### src/rtl/wp_seq_pkg.sv
package wp_seq_pkg;

    typedef enum logic [2:0] {
        OP_RD      = 3'd0,
        OP_WR_WORD = 3'd1,
        OP_WR_ALL  = 3'd2,
        OP_ER_WORD = 3'd3,
        OP_ER_ALL  = 3'd4,
        OP_EN      = 3'd5,
        OP_DIS     = 3'd6,
        OP_NONE    = 3'd7
    } wp_op_e;

    typedef enum logic [2:0] {
        ST_IDLE  = 3'd0,
        ST_ARMED = 3'd1,
        ST_PROG  = 3'd2,
        ST_ERS   = 3'd3,
        ST_WR    = 3'd4,
        ST_SHOW  = 3'd5
    } wp_state_e;

    function automatic logic op_is_prog(input wp_op_e op);
        return (op == OP_WR_WORD) || (op == OP_WR_ALL) ||
               (op == OP_ER_WORD) || (op == OP_ER_ALL);
    endfunction

    function automatic logic op_has_data(input wp_op_e op);
        return (op == OP_WR_WORD) || (op == OP_WR_ALL);
    endfunction

    function automatic logic op_is_all(input wp_op_e op);
        return (op == OP_WR_ALL) || (op == OP_ER_ALL);
    endfunction

endpackage

### src/rtl/wp_pin_edges.sv
module wp_pin_edges (
    input  logic clk,
    input  logic rst_n,
    input  logic cs,
    input  logic sk,
    output logic cs_fall,
    output logic sk_rise
);
    logic cs_q;
    logic sk_q;

    always_ff @(posedge clk or negedge rst_n) begin
        if (!rst_n) begin
            cs_q <= 1'b0;
            sk_q <= 1'b0;
        end else begin
            cs_q <= cs;
            sk_q <= sk;
        end
    end

    assign cs_fall = cs_q & ~cs;
    assign sk_rise = sk & ~sk_q;

endmodule

### src/rtl/wp_prog_timer.sv
module wp_prog_timer #(
    parameter int CYCLES = 40
) (
    input  logic clk,
    input  logic rst_n,
    input  logic run,
    output logic expire
);
    localparam int CW = (CYCLES > 1) ? $clog2(CYCLES) : 1;
    localparam logic [CW-1:0] LAST = CW'(CYCLES - 1);

    logic [CW-1:0] cnt_q;

    always_ff @(posedge clk or negedge rst_n) begin
        if (!rst_n)
            cnt_q <= '0;
        else if (!run)
            cnt_q <= '0;
        else if (!expire)
            cnt_q <= cnt_q + 1'b1;
    end

    assign expire = run && (cnt_q == LAST);

    // the timing count never runs past its terminal value
    a_r5_count_bounded: assert property (@(posedge clk) disable iff (!rst_n)
        cnt_q <= LAST);

    // an idle timer always restarts from zero
    a_r5_restart_zero: assert property (@(posedge clk) disable iff (!rst_n)
        !run |=> (cnt_q == '0));

endmodule

### src/rtl/wp_shift_word.sv
module wp_shift_word #(
    parameter int W = 16
) (
    input  logic         clk,
    input  logic         rst_n,
    input  logic         clr,
    input  logic         en,
    input  logic         din,
    output logic [W-1:0] word
);
    always_ff @(posedge clk or negedge rst_n) begin
        if (!rst_n)
            word <= '0;
        else if (clr)
            word <= '0;
        else if (en)
            word <= {word[W-2:0], din};
    end

endmodule

### src/rtl/wp_prog_seq.sv
module wp_prog_seq #(
    parameter int ADDR_W      = 6,
    parameter int DATA_W      = 16,
    parameter int PROG_CYCLES = 40
) (
    input  logic              clk,
    input  logic              rst_n,
    input  logic              cmd_valid,
    input  logic [2:0]        cmd_op,
    input  logic [ADDR_W-1:0] cmd_addr,
    input  logic              cs,
    input  logic              sk,
    input  logic              di,
    input  logic              vdd_ok,
    output logic              arr_we,
    output logic [ADDR_W-1:0] arr_addr,
    output logic [DATA_W-1:0] arr_wdata,
    output logic              status_oe,
    output logic              status_do
);
    import wp_seq_pkg::*;

    localparam logic [ADDR_W-1:0] LAST_ADDR = {ADDR_W{1'b1}};

    wp_state_e         state_q, state_d;
    wp_op_e            cmd_op_e;
    wp_op_e            op_q;
    logic              wel_q;
    logic [ADDR_W-1:0] tgt_q;
    logic [ADDR_W-1:0] ptr_q;
    logic              cs_fall, sk_rise;
    logic              tmr_expire;
    logic [DATA_W-1:0] word;
    logic              accept_prog;
    logic              shift_en;
    logic              clear_combo;
    logic              sweep_end;
    logic              busy;

    assign cmd_op_e    = wp_op_e'(cmd_op);
    assign accept_prog = (state_q == ST_IDLE) && cmd_valid && op_is_prog(cmd_op_e);
    assign shift_en    = (state_q == ST_ARMED) && sk_rise && cs && op_has_data(op_q);
    assign clear_combo = sk_rise && cs && di;
    assign sweep_end   = !op_is_all(op_q) || (ptr_q == LAST_ADDR);
    assign busy        = (state_q == ST_PROG) || (state_q == ST_ERS) || (state_q == ST_WR);

    wp_pin_edges u_edges (
        .clk     (clk),
        .rst_n   (rst_n),
        .cs      (cs),
        .sk      (sk),
        .cs_fall (cs_fall),
        .sk_rise (sk_rise)
    );

    wp_prog_timer #(.CYCLES(PROG_CYCLES)) u_timer (
        .clk    (clk),
        .rst_n  (rst_n),
        .run    (state_q == ST_PROG),
        .expire (tmr_expire)
    );

    wp_shift_word #(.W(DATA_W)) u_shift (
        .clk   (clk),
        .rst_n (rst_n),
        .clr   (accept_prog),
        .en    (shift_en),
        .din   (di),
        .word  (word)
    );

    // next-state logic
    always_comb begin
        state_d = state_q;
        unique case (state_q)
            ST_IDLE:  if (accept_prog) state_d = ST_ARMED;
            ST_ARMED: if (cs_fall) state_d = (wel_q && vdd_ok) ? ST_PROG : ST_IDLE;
            ST_PROG:  if (tmr_expire) state_d = ST_ERS;
            ST_ERS:   if (sweep_end) state_d = op_has_data(op_q) ? ST_WR : ST_SHOW;
            ST_WR:    if (sweep_end) state_d = ST_SHOW;
            ST_SHOW:  if (clear_combo) state_d = ST_IDLE;
            default:  state_d = ST_IDLE;
        endcase
    end

    // state register
    always_ff @(posedge clk or negedge rst_n) begin
        if (!rst_n)
            state_q <= ST_IDLE;
        else
            state_q <= state_d;
    end

    // enable latch and command capture
    always_ff @(posedge clk or negedge rst_n) begin
        if (!rst_n) begin
            wel_q <= 1'b0;
            op_q  <= OP_NONE;
            tgt_q <= '0;
        end else if ((state_q == ST_IDLE) && cmd_valid) begin
            if (cmd_op_e == OP_EN)
                wel_q <= 1'b1;
            else if (cmd_op_e == OP_DIS)
                wel_q <= 1'b0;
            if (op_is_prog(cmd_op_e)) begin
                op_q  <= cmd_op_e;
                tgt_q <= cmd_addr;
            end
        end
    end

    // sweep pointer
    always_ff @(posedge clk or negedge rst_n) begin
        if (!rst_n)
            ptr_q <= '0;
        else if (state_q == ST_PROG)
            ptr_q <= op_is_all(op_q) ? '0 : tgt_q;
        else if (((state_q == ST_ERS) || (state_q == ST_WR)) && op_is_all(op_q))
            ptr_q <= (ptr_q == LAST_ADDR) ? '0 : ptr_q + 1'b1;
    end

    // outputs
    always_comb begin
        arr_we    = (state_q == ST_ERS) || (state_q == ST_WR);
        arr_addr  = ptr_q;
        arr_wdata = (state_q == ST_WR) ? word : {DATA_W{1'b1}};
        status_oe = cs && (busy || (state_q == ST_SHOW));
        status_do = (state_q == ST_SHOW);
    end

    // a strobe is only issued with write permission held
    a_r3_strobe_needs_latch: assert property (@(posedge clk) disable iff (!rst_n)
        arr_we |-> wel_q);

    // a cycle begins only after chip select was sampled falling with permission
    a_r4_start_on_cs_fall: assert property (@(posedge clk) disable iff (!rst_n)
        ((state_q == ST_PROG) && ($past(state_q) != ST_PROG))
            |-> $past(cs_fall && wel_q && vdd_ok));

    // status is never driven with chip select low
    a_r8_oe_needs_cs: assert property (@(posedge clk) disable iff (!rst_n)
        status_oe |-> cs);

    // the clear combination in the ready state releases the status drive
    a_r9_clear_releases: assert property (@(posedge clk) disable iff (!rst_n)
        ((state_q == ST_SHOW) && clear_combo) |=> !status_oe);

    // the latch does not move while a cycle is running
    a_r10_latch_frozen: assert property (@(posedge clk) disable iff (!rst_n)
        busy |=> $stable(wel_q));

endmodule

### config.mk
export PLATFORM = sky130hd
export DESIGN_NAME = wp_prog_seq
export DESIGN_NICKNAME = d
export VERILOG_FILES = /design/src/rtl/wp_seq_pkg.sv /design/src/rtl/wp_pin_edges.sv /design/src/rtl/wp_prog_timer.sv /design/src/rtl/wp_shift_word.sv /design/src/rtl/wp_prog_seq.sv
export SDC_FILE = /design/constraint.sdc
export NUM_CORES = 1
export LEC_CHECK = 0
export ABC_CLOCK_PERIOD_IN_PS = 1900
export CORE_MARGIN = 2
export CORE_UTILIZATION = 30
export DETAILED_ROUTE_END_ITERATION = 7
export DONT_BUFFER_PORTS = 1
export GPL_ROUTABILITY_DRIVEN = 0
export PLACE_DENSITY = 0.55
export SYNTH_ARGS = -nofsm -noshare
export SYNTH_HDL_FRONTEND = slang
export SYNTH_SLANG_ARGS = --single-unit
export TNS_END_PERCENT = 1
### constraint.sdc
create_clock -name clk -period 1.9 [get_ports clk]
set_clock_uncertainty 0.1 [all_clocks]
set_input_delay 0.38 -clock clk [delete_from_list [all_inputs] [get_ports clk]]
set_output_delay 0.38 -clock clk [all_outputs]
set_load 0.02 [all_outputs]
* Word level (Yosys, flattened, before mapping) *
Index checks and enable logic that the tools add are counted.

storage, ports and cells
  bits in registers = 43
  input port bits = 16
  output and inout port bits = 25
  logic and storage cells = 87

cells by class
  add/subtract/negate cells = 2
  equal/unequal tests = 23
  multiplexer cells = 20
  bitwise gates (word level) = 4
  reduce and logical (&&, ||, !) cells = 29

operator list
  cell                                                   count
  two-way mux 16 bit                                     3
  two-way mux 6 bit                                      6
  equality test 3 bit, second input constant             6
  two-way mux 3 bit                                      6
  one-hot mux 3 bit (6 select lines)                     1
  equality test 3 x 2 -> 1 bit, second input constant    5
  adder 6 x 1 -> 6 bit, second input constant            2
  equality test 6 bit, second input constant             2
  inequality test 2 bit, second input constant           6
  logical AND 1 bit                                      11
  logical OR 1 bit                                       10
  equality test 3 x 1 -> 1 bit, second input constant    3
  AND reduction 6 bit                                    1
  nonzero test 2 bit                                     3
  AND reduction 2 bit                                    2
  logical NOT 3 bit                                      1
  two-way mux 1 bit                                      3
  AND 1 bit                                              2
  two-way mux 2 bit                                      1
  inequality test 2 x 1 -> 1 bit, second input constant  1
  inverter 1 bit                                         2
  logical NOT 1 bit                                      1

* Logic depth before layout (Yosys ltp) *
Gate-level depths: netlist of the first run.

  depth after elaboration = 7
  gate-level depth with buffers = 7
  gate-level depth less buffers = 5

* Modules after synthesis *
A second synthesis of the first run with hierarchy kept.

unflattened totals
  cell total of the unflattened synthesis = 221
  area total of the unflattened synthesis = 2369.8 um^2

by module, submodules not included
  module         instances  cells each  area an instance (um^2)  seq. area each (um^2)
  wp_prog_seq    1          133         1316.3                   479.2
  wp_shift_word  1          52          660.6                    400.4
  wp_prog_timer  1          32          315.3                    150.1
  wp_pin_edges   1          4           77.6                     50.0

* Least setup slack after synthesis of the first run *
OpenSTA, ideal clock, no wires.

  kind = register -> register
  start point = register state_q[2]
  end point = register u_shift.word[10]
  setup time = 0.120 ns
  arrival = 1.798 ns
  data required time = 1.680 ns
  path slack = -0.118 ns
  cell stages (with the launch flop) = 7
  path buffers = 2
  clock period less this slack = 2.018 ns
  cell sequence = dfrtp_1 > buf_6 > or4b_4 > nor3_4 > buf_12 > mux2i_1 > nor2_2

between the ends
  longest elaborated chain between the ends = 5
  elaborated cells between the ends (all ways) = 9
  classes of those cells = eq/ne: 1; mux: 1; reduce/logical: 7

RTL lines
  element                          line                 RTL
  from (decl)                      wp_prog_seq.sv:25    wp_state_e state_q, state_d;
  from (signal assigned)           wp_prog_seq.sv:91    state_q <= state_d;
  equality test 3 x 1 -> 1 bit     wp_prog_seq.sv:42    assign shift_en = (state_q == ST_ARMED) && sk_rise && cs && op_has_data(op_q);
  logical AND 1 bit (3 in series)  wp_prog_seq.sv:42
  nonzero test 2 bit (no line)     n/a
  to (signal assigned)             wp_shift_word.sv:17  word <= {word[W-2:0], din};
  to (decl)                        wp_shift_word.sv:9   output logic [W-1:0] word

Several ways; a longest one is shown, not always the timed one.
A chain may end at the register's enable or synchronous reset.

* Final worst setup path of the first run *
  start point = register state_q[0]
  end point = output arr_we

between the ends
  longest elaborated chain between the ends = 2
  elaborated cells between the ends (all ways) = 3
  classes of those cells = eq/ne: 2; reduce/logical: 1

RTL lines
  element                                                              line                RTL
  equality test 3 x 2 -> 1 bit or equality test 3 bit (tied branches)  wp_prog_seq.sv:124  arr_we = (state_q == ST_ERS) || (state_q == ST_WR);
  logical OR 1 bit (*)                                                 wp_prog_seq.sv:124
  to (decl)                                                            wp_prog_seq.sv:15   output logic arr_we,

Every way passes the cells marked *; elsewhere a longest branch is shown, timed or not.

==> results of run 1 <==
[Yosys cell counts (3+ instances only)]
master     n  share of area (%)
a21oi_1    7                1.5
a31oi_1    5                1.4
and2_1     3               0.83
and3_1     7                1.9
buf_4      3               0.99
clkbuf_1   3               0.50
dfrtp_1   40                 44
dfstp_2    3                3.5
inv_1      4               0.66
mux2_2     8                4.0
mux2i_1   17                7.5
nand2_1   12                2.0
nand2b_1  19                5.2
nand3_1    4               0.88
nor2_1    16                2.6
nor2_2    10                2.8
nor3_1     3               0.66
o21ai_0    6                1.3
xor2_1     5                1.9
[power by group through the flow]
stage          logic [uW]  registers, uW  clock network (uW)
2_1_floorplan        1040           1360                   0
3_3_place_gp         1620           1360                   0
3_5_place_dp         1630           1380                   0
4_1_cts              1940           1360                 647
5_1_grt              2120           1400                 694
6_report             1940           1360                 623
[layout by cell type, fill, tap and decap left out, types with 2 or more instances in the layout]
cell type      count
clkbuf_8           6
xnor2_1            2
ha_1               2
mux2i_1           17
a31oi_1            5
buf_6             20
and3b_1            2
buf_12             2
xor2_1             5
nor2_2            10
mux2_2             8
nand2_1           12
and2_1             3
buf_4             19
nand3b_1           2
a21oi_1            7
nand2b_1          18
nor3_1             3
nand3_1            4
dlygate4sd3_1      3
dfrtp_1           37
nor2_1            16
inv_1              4
o21ai_0            6
dfrtp_2            3
and3_1             7
nand4b_1           2
or3b_2             2
or3_1              2
o211ai_1           2
dfstp_2            3
nor3b_1            2
[kinds of logic (layout without fill, tap and decap cells)]
| kind of cell | Yosys count | after routing | synth area share (%) |
|---|---|---|---|
| xor+xnor | 7 | 7 | 2.70 |
| fa+ha+maj | 2 | 2 | 1.10 |
| simple gates | 92 | 92 | 24.0 |
| flops | 43 | 43 | 47.6 |
| buf+inv | 14 | 57 | 3.97 |
| mux | 25 | 25 | 11.5 |
| compound gates | 31 | 31 | 9.16 |
[critical path: stages (launching register included)]
cell	delay [ps]
dfrtp_2	470
nor3b_4	300
buf_4	180
or2_4	120
buf_6	110
[flip-flops by register name (all words and copies together), names as in the netlist]
register and flops:
u_edges.cs_q 1, tgt_q 6, u_timer.cnt_q 6, u_edges.sk_q 1, state_q 3, arr_addr 6
u_shift.word 16, wel_q 1, op_q 3
[layout make-up]
class	instances	area, sq um	share of cell area [%]
Timing Repair Buffer	45	465	16.0
Sequential cell	43	1080	37.2
Clock inverter	2	16.3	0.558
Clock buffer	6	82.6	2.83
Inverter	4	15.0	0.515
Multi-Input combinational cell	157	1130	38.7
Tap cell	99	124	4.25
[metal layers]
layer	wire [microns]	global-route usage, %	vias to the layer above
met2	2360	19.8	38
met1	2400	17.9	848
met3	207	2.57	5
met4	44	4.29	0
li1	-	-	837
met5	0	0	-
[how the worst min path moves through the flow]
stage | start | end | slack (ps) | cells after the start
floorplan | rst_n | arr_addr[0]$_DFFE_PN0P_ | -20 | 0
global placement | rst_n | u_shift.word[13]$_DFFE_PN0P_ | -10 | 0
detailed placement | rst_n | u_shift.word[13]$_DFFE_PN0P_ | -10 | 0
CTS | sk | u_edges.sk_q$_DFF_PN0_ | 3 | 0
global route | cmd_op[1] | wel_q$_DFFE_PN0P_ | 80 | 1
finish | cmd_op[1] | wel_q$_DFFE_PN0P_ | 90 | 1
[through the flow]
stage / utilization [%] / std cells / worst slack [ps]
floorplan: - / 214 / -118
global placement: 35.6 / 337 / 37.6
detailed placement: 35.6 / 337 / 26.9
CTS: 39.6 / 354 / -64.4
global route: 40.0 / 356 / -111
finish: 40.0 / 356 / -46.3
[what timing repair did]
action                                 CTS  global route
endpoints found under the hold margin   43             2
pin swaps                                3             2
buffers inserted                         6             0
cloned                                   1             0
hold buffers                             2             2
resized for setup                       27             2
setup endpoints to repair               17            44
==> flow_metrics.tcl, run 1 <==
set metrics [dict create \
    p_int_uw 2400 \
    synthDistinctLibCells 48 \
    arrival_ps 1470 \
    seq_power_share_pct 34.8 \
    swShare_pct 38.9 \
    syn_avg_cell_area_sq_um 10.6 \
    fin_hold_ws_ps 89.7 \
    finalCritPeriodShare_pct 102 \
    fill_cells 739 \
    port_buffers 0 \
    crit_type "register to output pin" \
    row_count 31 \
    r2r_end "u_shift.word[11]$_DFFE_PN0P_" \
    fmax_ghz 0.514 \
    die_h_microns 90.9 \
    syn_inst 214 \
    htree_levels 2 \
    drcViolationCount 0 \
    num_vias 1728 \
    status "finished, violations left" \
    cp-endpoint "arr_we" \
    rsz0062_at_grt "yes" \
    drv_cap 0 \
    cp_max_fo 6 \
    dieArea_sq_um 8270 \
    worstRegToRegCells 6 \
    p_leak_uw 0.00125 \
    synthToLayoutAreaGrowth_pct 28.5 \
    core_sq_um 7290 \
    fin_ws_ps -46.3 \
    power.total_uw 3920 \
    synth_seq_area_share_pct 47.6 \
    drt_iter0_markers 83 \
    initial_core_util_pct 31.1 \
    grt_overflow 0 \
    hp-class "input pin to register" \
    switchingPower_uw 1530 \
    setup_viol 18 \
    nets 274 \
    ant_nets 0 \
    finalSetupTns_ps -377 \
    routed_wl_microns 5010 \
    reg2reg_from "state_q[0]$_DFFE_PN0P_" \
    placed_cell_area_sq_um 2600 \
    drive_gt1_share_pct 32.3 \
    track_usage_pct 12.8 \
    root_buffer "clkbuf_8" \
    wl_per_cell_microns 14.1 \
    ys_ff_latch 43 \
    antenna_cells 0 \
    power_frac_clock_pct 15.9 \
    r2r_slack_ps 0 \
    cp-start-kind "register" \
    pin_count 41 \
    grt_start_max_net_pins 44 \
    ys_warn_count 0 \
    synth_area_sq_um 2270 \
    antenna_found_initial 0 \
    cts_made_buffers 5 \
    ir_drop_mv 0.763 \
    hold_violations 0 \
    synth-edff-count 0 \
    clock_path_buffers 2 \
    dieWidth_microns 90.9 \
    finalCriticalPeriod_ps 1950 \
    finalInstanceArea_sq_um 2910 \
    slew_headroom_pct 72.3 \
    crit_path_start "state_q[0]$_DFFE_PN0P_" \
    clock_sinks 43 \
    cts_tree "done" \
    slew_viol_final 0 \
    clk_pin_slew_ps 80 \
    syn_nets 232 \
    synth-main-ff-cell "dfrtp_1" \
    p_per_area_nw_per_um2 1350 \
    detailed_place_hpwl_microns 3540 \
    grt_pass1_wl_microns 8540 \
    firstDrtPassIters 4 \
    required_ps 1420 \
    pwr-share-comb_pct 49.4 \
    grt_pass1_vias 1707 \
    endpoint_kind "output pin" \
    viasPerCell 4.85 \
    clock_latency_ps 300 \
    tightest_slew_ps 415 \
    synth-async-reset-ratio_pct 100 \
    violations "negative setup slack" \
]
Power figures use the tool's default switching activity.
==> run 2: changes to the inputs <==
--- a/config.mk
+++ b/config.mk
@@ -5,13 +5,15 @@
 export SDC_FILE = /design/constraint.sdc
 export NUM_CORES = 1
 export LEC_CHECK = 0
-export ABC_CLOCK_PERIOD_IN_PS = 1900
+export ABC_CLOCK_PERIOD_IN_PS = 1560
+export CORE_ASPECT_RATIO = 1.5
 export CORE_MARGIN = 2
 export CORE_UTILIZATION = 30
 export DETAILED_ROUTE_END_ITERATION = 7
 export DONT_BUFFER_PORTS = 1
 export GPL_ROUTABILITY_DRIVEN = 0
 export PLACE_DENSITY = 0.55
+export RECOVER_POWER = 100
 export SYNTH_ARGS = -nofsm -noshare
 export SYNTH_HDL_FRONTEND = slang
 export SYNTH_SLANG_ARGS = --single-unit
==> constraint.sdc (replaced) <==
create_clock -name clk -period 1.56 [get_ports clk]
set_clock_uncertainty 0.1 [all_clocks]
set_input_delay 0.312 -clock clk [delete_from_list [all_inputs] [get_ports clk]]
set_output_delay 0.312 -clock clk [all_outputs]
set_load 0.02 [all_outputs]
==> flow_metrics.tcl, run 2 (same netlist as run 1, synthesis figures left out) <==
set metrics [dict create \
    synthToLayoutAreaGrowth_pct 35.4 \
    grt_pass1_wl_microns 8620 \
    hp-class "input pin to register" \
    arrival_ps 1520 \
    dieArea_sq_um 8280 \
    pwr-share-comb_pct 54.9 \
    dp.cells 353 \
    initial_core_util_pct 31.2 \
    drv_cap 0 \
    num_vias 1779 \
    grt_overflow 0 \
    setup_viol 51 \
    power_frac_clock_pct 13.8 \
    fmax_ghz 0.517 \
    largest_reg_flops 16 \
    antenna_found_initial 0 \
    worstRegToRegCells 6 \
    finalCriticalPeriod_ps 1940 \
    grt_pass1_vias 1787 \
    cts_tree "done" \
    die_h_microns 110 \
    swShare_pct 38.8 \
    crit_type "register to output pin" \
    r2r_end "u_shift.word[8]$_DFFE_PN0P_" \
    endpoint_kind "output pin" \
    layout_commonest_cell "dfrtp_1" \
    clock_latency_ps 300 \
    ir_drop_mv 0.801 \
    port_buffers 0 \
    hold_violations 0 \
    tightest_slew_ps 603 \
    track_usage_pct 13.6 \
    clk_pin_slew_ps 90 \
    min-delay-start "cmd_op[0]" \
    switchingPower_uw 1930 \
    r2r_slack_ps -350 \
    register_area_sq_um 1080 \
    seq_power_share_pct 31.3 \
    finalCritPeriodShare_pct 124 \
    drcViolationCount 0 \
    cts_made_buffers 5 \
    rsz0062_at_grt "yes" \
    antenna_cells 0 \
    pin_count 41 \
    drt_iter0_markers 44 \
    slew_headroom_pct 59.8 \
    finalSetupTns_ps -14770 \
    drive_gt1_share_pct 37.5 \
    p_int_uw 3050 \
    fin_ws_ps -375 \
    fill_cells 723 \
    htree_levels 2 \
    instances_no_fill 369 \
    cp-start-kind "register" \
    violations "negative setup slack" \
    ant_nets 0 \
    viasPerCell 4.82 \
    cp_max_fo 8 \
    row_count 38 \
    regMostFlops "u_shift.word" \
    routed_wl_microns 5280 \
    core_sq_um 7270 \
    crit_path_start "state_q[1]$_DFFE_PN0P_" \
    wl_per_cell_microns 14.3 \
    multiInputGateArea_sq_um 1210 \
    cp-endpoint "arr_wdata[15]" \
    clock_path_buffers 2 \
    place_worst_setup_slack_ps -288 \
    slew_viol_final 0 \
    status "finished, violations left" \
    detailed_place_hpwl_microns 3780 \
    required_ps 1150 \
    root_buffer "clkbuf_8" \
    dieWidth_microns 75.0 \
    p_per_area_nw_per_um2 1620 \
    p_leak_uw 0.00133 \
    nets 287 \
    grt_start_max_net_pins 44 \
    clock_sinks 43 \
    firstDrtPassIters 4 \
    final_cell_mix "39 x dfrtp_1, 23 x buf_6, 18 x buf_4" \
    reg2reg_from "state_q[1]$_DFFE_PN0P_" \
]
[run 2: metrics by stage]
step	util (%)	cell area [sq um]	total power [uW]	hold WS, ps
floorplan	-	2270	2930	-83.6
global placement	37.4	2720	3840	-82.2
detailed placement	37.4	2720	3870	-82.4
CTS	41.2	3000	4900	7.86
global route	42.2	3070	5310	38.5
finish	42.2	3070	4980	21.3
[run 2: what timing repair did]
item / in CTS / in global routing
buffers inserted: 3 / 1
endpoints found under the hold margin: 46 / 0
pin swaps: 4 / 6
gates resized for setup: 27 / 24
hold buffers: 5 / 0
endpoints found under the setup margin: 59 / 58
cloned: 1 / 0
[run 2: worst max-delay path: stages (launching register included)]
cell and delay, ps:
dfrtp_1 400, buf_6 140, nor3b_4 270, buf_8 220, nand2b_4 60, buf_6 120
[run 2: layout make-up]
cell class | instances | share of cell area, %
inverters | 4 | 0.489
clock inverters | 2 | 0.448
repair buffers | 58 | 18.0
flip-flops and latches | 43 | 35.2
well taps | 100 | 4.07
clock buffers | 5 | 2.24
multi-input cells | 157 | 39.5
[run 2: how the worst min path moves through the flow]
stage                                         to  slack, ps  cells past startpoint
floorplan                arr_addr[0]$_DFFE_PN0P_        -80                      0
global placement    u_shift.word[14]$_DFFE_PN0P_        -80                      0
detailed placement  u_shift.word[13]$_DFFE_PN0P_        -80                      0
CTS                          op_q[0]$_DFFE_PN1P_          8                      2
global route                 op_q[0]$_DFFE_PN1P_         40                      2
finish                       op_q[0]$_DFFE_PN1P_         20                      2
[run 2: power groups by stage]
stage	clock (uW)	combinational, uW	sequential [uW]
2_1_floorplan	0	1270	1660
3_3_place_gp	0	2270	1570
3_5_place_dp	0	2290	1580
4_1_cts	729	2610	1560
5_1_grt	760	2950	1600
6_report	685	2730	1560
[run 2: routing by layer]
layer | vias up | part of all wire, % | GRT usage, %
li1 | 862 | - | -
met1 | 875 | 41 | 15.5
met2 | 30 | 54 | 22.9
met3 | 12 | 2.4 | 2.74
met4 | 0 | 2.8 | 6.90
met5 | - | 0 | 0
